==> config.mk <==
export PLATFORM = sky130hd
export DESIGN_NAME = dual_lock_detect
export DESIGN_NICKNAME = d
export VERILOG_FILES = /design/src/rtl/lock_det_pkg.sv /design/src/rtl/lock_pwr_gate.sv /design/src/rtl/lock_loop_meas.sv /design/src/rtl/dual_lock_detect.sv
export SDC_FILE = /design/constraint.sdc
export NUM_CORES = 1
export LEC_CHECK = 0
export BUFFER_PORTS_ARGS = -buffer_cell sky130_fd_sc_hd__buf_2
export CAP_MARGIN = 20
export CORE_MARGIN = 1
export CORE_UTILIZATION = 60
export DETAILED_ROUTE_END_ITERATION = 7
export GPL_TIMING_DRIVEN = 0
export PLACE_DENSITY_LB_ADDON = 0.05
export SETUP_SLACK_MARGIN = 0.02
export SYNTH_ARGS = -nofsm -noshare
export SYNTH_HDL_FRONTEND = slang
export SYNTH_SLANG_ARGS = --single-unit
==> constraint.sdc <==
create_clock -name clk -period 4.2 [get_ports clk]
set_input_delay 0.42 -clock clk [delete_from_list [all_inputs] [get_ports clk]]
set_output_delay 0.42 -clock clk [all_outputs]
set_load 0.01 [all_outputs]
==> src/rtl/lock_det_pkg.sv <==
package lock_det_pkg;
    localparam int LOOP_MAIN = 0;
    localparam int LOOP_AUX  = 1;
    localparam int NUM_LOOPS = 2;

    // powered loops must all be locked; nothing powered means no lock
    function automatic logic combine_lock(input logic [NUM_LOOPS-1:0] up,
                                          input logic [NUM_LOOPS-1:0] flag);
        logic ok;
        ok = |up;
        for (int i = 0; i < NUM_LOOPS; i++) begin
            if (up[i] && !flag[i]) ok = 1'b0;
        end
        return ok;
    endfunction
endpackage

==> src/rtl/lock_pwr_gate.sv <==
module lock_pwr_gate (
    input  logic clk,
    input  logic rst_n,
    input  logic pon,
    input  logic sw_pd,
    output logic up,
    output logic div_sync
);
    typedef struct packed {
        logic up;
        logic sync;
    } pwr_st_t;

    pwr_st_t st_d, st_q;
    logic    up_now;

    always_comb begin
        up_now     = pon ^ sw_pd;
        st_d.up    = up_now;
        st_d.sync  = up_now & ~st_q.up;
    end

    always_ff @(posedge clk or negedge rst_n) begin
        if (!rst_n) st_q <= '0;
        else        st_q <= st_d;
    end

    assign up       = up_now;
    assign div_sync = st_q.sync;
endmodule

==> src/rtl/lock_loop_meas.sv <==
module lock_loop_meas #(
    parameter int CNT_W  = 16,
    parameter int FILT_N = 3
) (
    input  logic             clk,
    input  logic             rst_n,
    input  logic             active,
    input  logic             ref_tick,
    input  logic             pfd_pulse,
    input  logic [CNT_W-1:0] window,
    output logic             locked
);
    localparam int FW = $clog2(FILT_N + 1);
    localparam logic [FW-1:0] FILT_LAST = FW'(FILT_N - 1);

    typedef struct packed {
        logic [CNT_W-1:0] run;
        logic             err;
        logic [FW-1:0]    filt;
        logic             lock;
    } meas_st_t;

    meas_st_t st_d, st_q;
    logic     bad_now;
    logic     verdict;
    logic [CNT_W:0] run_inc;

    always_comb begin
        st_d    = st_q;
        run_inc = {1'b0, st_q.run} + 1'b1;
        bad_now = pfd_pulse && (run_inc >= {1'b0, window});
        verdict = !(st_q.err || bad_now);

        if (pfd_pulse) begin
            if (st_q.run != '1) st_d.run = st_q.run + 1'b1;
        end else begin
            st_d.run = '0;
        end

        if (ref_tick) begin
            st_d.err = 1'b0;
            if (verdict == st_q.lock) begin
                st_d.filt = '0;
            end else if (st_q.filt == FILT_LAST) begin
                st_d.lock = verdict;
                st_d.filt = '0;
            end else begin
                st_d.filt = st_q.filt + 1'b1;
            end
        end else begin
            st_d.err = st_q.err | bad_now;
        end

        if (!active) st_d = '0;
    end

    always_ff @(posedge clk or negedge rst_n) begin
        if (!rst_n) st_q <= '0;
        else        st_q <= st_d;
    end

    assign locked = st_q.lock;
endmodule

==> src/rtl/dual_lock_detect.sv <==
module dual_lock_detect #(
    parameter int CNT_W  = 16,
    parameter int FILT_N = 3
) (
    input  logic             clk,
    input  logic             rst_n,
    input  logic             ref_tick,
    input  logic [CNT_W-1:0] lock_window,
    input  logic             pon,
    input  logic             main_sw_pd,
    input  logic             aux_sw_pd,
    input  logic             main_pfd,
    input  logic             aux_pfd,
    output logic             lock,
    output logic             main_div_sync,
    output logic             aux_div_sync
);
    import lock_det_pkg::*;

    typedef struct packed {
        logic lock;
    } top_st_t;

    logic [NUM_LOOPS-1:0] sw_vec, pfd_vec, up_vec, sync_vec, flag_vec;
    logic main_up, aux_up, main_flag, aux_flag;
    top_st_t st_d, st_q;

    assign sw_vec[LOOP_MAIN]  = main_sw_pd;
    assign sw_vec[LOOP_AUX]   = aux_sw_pd;
    assign pfd_vec[LOOP_MAIN] = main_pfd;
    assign pfd_vec[LOOP_AUX]  = aux_pfd;

    for (genvar g = 0; g < NUM_LOOPS; g++) begin : g_loop
        lock_pwr_gate u_pwr (
            .clk      (clk),
            .rst_n    (rst_n),
            .pon      (pon),
            .sw_pd    (sw_vec[g]),
            .up       (up_vec[g]),
            .div_sync (sync_vec[g])
        );
        lock_loop_meas #(.CNT_W(CNT_W), .FILT_N(FILT_N)) u_meas (
            .clk       (clk),
            .rst_n     (rst_n),
            .active    (up_vec[g]),
            .ref_tick  (ref_tick),
            .pfd_pulse (pfd_vec[g]),
            .window    (lock_window),
            .locked    (flag_vec[g])
        );
    end

    assign main_up   = up_vec[LOOP_MAIN];
    assign aux_up    = up_vec[LOOP_AUX];
    assign main_flag = flag_vec[LOOP_MAIN];
    assign aux_flag  = flag_vec[LOOP_AUX];

    always_comb begin
        st_d.lock = combine_lock(up_vec, flag_vec);
    end

    always_ff @(posedge clk or negedge rst_n) begin
        if (!rst_n) st_q <= '0;
        else        st_q <= st_d;
    end

    assign lock          = st_q.lock;
    assign main_div_sync = sync_vec[LOOP_MAIN];
    assign aux_div_sync  = sync_vec[LOOP_AUX];
endmodule

==> metrics <==
synth-to-layout area growth=10.5%; Critical Path Start Type=register; top-count cell post-synth=dfrtp_1; clk buf depth=2; worst min path class=reg2reg; r2r setup slk=roughly 0.63 ns; crit share post-route=between 80% and 90%; cts repair resizes=0; routed len/inst=around 15 microns; Synth area leader=dfrtp_1; share of cells above drive strength 1=between 10 and 15%; Port Buf Inserts=25; top-area cell type share of the netlist area=approximately 36%; layout net count=430; vias in the first global route=2,406; CP endpoint kind=register; Final Max Slew Viols=0; Setup WS post-layout=around 0.63 ns; Post-Synthesis Cells=~340; setup tns final=0 ns; violation count after the first detailed-routing iteration=around 160; async set-reset flop share out of synthesis=100%; first-pass GRT wire length=about 11,000 microns; die width=74.0 microns; # setup viols final=0; highest clock rate=between 200 and 300 MHz; Synth Cell Area=approximately 3100 sq um; P per Cell Area=roughly 240 nW/um^2; Placer Congestion=~0.82; pre-CTS setup slack=0.713 ns; final total power=approximately 0.00084 W; Reg clk slew, reported paths=about 0.080 ns; clk_lat worst skew=0.30 ns; clock sinks=45; post-synthesis sequential area ratio=a little over a third; drt pass-1 iters=4; # IOs=27; Max FO, Critical Path=6; Root Driver=clkbuf_8; Mean Syn Cell Area=between 9 and 10 sq um; Final Hold Viols=0; Synth Net Count=396; worst r2r path cells=13; Period minus WS final=~3.6 ns; R2R Path Start=g_loop[0].u_meas.st_q[4]; RSZ-0062 raised after global routing=false; Max IR drop VDD=0.000214 V; worst flop-to-flop path endpoint=g_loop[0].u_meas.locked; Yosys cell types=48; EDFF count, synth=0; crit path kind=reg2reg; routed wire length=roughly 6600 microns; Hold Slack=around 0.39 ns; Tightest Pin Transition=approximately 0.76 ns; H-tree depth=2; leak pwr=1.72 nW; Synth area leaders=dfrtp_1, ha_1, xnor2_1; Yosys reg bits=45; critical path launch point=g_loop[0].u_meas.st_q[4]; Die Y=approximately 74 microns; HPWL Detailed=slightly above 5000 microns; via count=2,536; num rows=25; area of the die=approximately 5500 sq um; Total GRT Usage=between 20% and 30%; Initial Util=64.1%; status=completed; # Post-CTS Setup Buffers=0; DRC=0; pin count of the biggest net entering global routing=between 40 and 50; Max Cap Violations=0; YS warnings=0; Commonest cells post-synth=dfrtp_1, ha_1, inv_1; crit path DAT=~3.8 ns; CTS tree=built; Core Box Area=about 4800 sq um; WHS Path Cells=1; Setup Skew=0.00650 ns; Final ANT Viol Nets=0; WP data required=roughly 4.4 ns; GR Overflow Total=0; n_diodes=0; cts bufs inserted=5; Setup crit end=g_loop[0].u_meas.locked; Most used DFF post-synth=dfrtp_1; antenna violations before repair=0; Worst slew margin=between 40% and 50%; vias per inst=between 5 and 6
## cells by family (layout without fill, tap and decap cells)
logic type,count (synthesis),after routing,share of synthesized area (%)
mux,2,2,0.644
simple gates,122,122,21.6
fa+ha+maj,34,34,13.7
buf+inv,39,73,4.83
xor+xnor,32,32,9.01
compound gates,64,64,14.0
flops,45,45,36.2
## state kept, by name (all words and copies together) (netlist names)
signal	flops
g_loop.u_pwr.st_q	2
g_loop.u_meas.st_q	38
g_loop.u_meas.locked	2
lock	1
g_loop.u_pwr.div_sync	2
## critical path, stage by stage (launching register included)
cell       delay, ns
dfrtp_1         0.46
ha_1            0.27
nand4_1         0.17
nor2_1          0.40
and3_1          0.23
xnor2_1         0.14
inv_1           0.07
ha_1            0.29
nand4_1         0.16
nor4_1          0.07
o31ai_1         0.33
o2111ai_1       0.25
or4_1           0.52
a21oi_1         0.13
## worst min path at each step
| stage | slack (ns) | from | to |
|---|---|---|---|
| 6_report | 0.39 | g_loop[0].u_pwr.st_q[1] | g_loop[0].u_pwr.div_sync |
| 3_5_place_dp | 0.38 | g_loop[0].u_pwr.st_q[1] | g_loop[0].u_pwr.div_sync |
| 5_1_grt | 0.41 | g_loop[0].u_pwr.st_q[1] | g_loop[0].u_pwr.div_sync |
| 4_1_cts | 0.33 | rst_n | g_loop[1].u_meas.st_q[11] |
| 3_3_place_gp | 0.38 | g_loop[1].u_pwr.st_q[1] | g_loop[1].u_pwr.div_sync |
| 2_1_floorplan | 0.12 | rst_n | g_loop[0].u_meas.locked |
## per-stage QoR
stage	cells	cell area (sq um)	utilization (%)
floorplan	338	3110	-
global placement	430	3320	68.4
detailed placement	430	3320	68.4
CTS	437	3400	70.2
global route	439	3430	70.8
finish	439	3430	70.8
## layout by cell type, fill, tap and decap left out, types with 10 or more instances in the layout
cell type	n
o21ba_2	10
nor2_1	25
nand4_1	17
ha_1	34
inv_1	34
nand3_1	15
buf_2	28
dfrtp_1	45
xor2_1	11
nand2_1	22
xnor2_1	21
a21oi_1	27
## power breakdown
group          internal, W  switching [W]
Combinational    0.0000429      0.0000622
Sequential        0.000446      0.0000130
Clock             0.000131       0.000143
## layout make-up
| class | instances | area (sq um) |
|---|---|---|
| multi-input combinational | 254 | 1830 |
| fill | 411 | 1410 |
| sequential | 45 | 1130 |
| timing repair buffer | 27 | 155 |
| inverter | 34 | 128 |
| clock buffer | 7 | 86.3 |
| tap | 67 | 83.8 |
| buffer | 5 | 22.5 |
## what timing repair did
item / CTS / global route
endpoints found under the hold margin: 0 / 3
hold buffers: 0 / 1
setup endpoints to repair: 0 / 0
## metal layers
layer  wire, microns  up-vias  part of all wire, %  GRT usage, %
li1                -     1273                    -             -
met1            3170     1210                   48          36.1
met2            3120       48                   47          43.3
met3             239        5                  3.6          4.47
met4              61        0                 0.93          7.69
met5               0        -                    0             0
No activity file was read; power rests on OpenSTA's default activity.
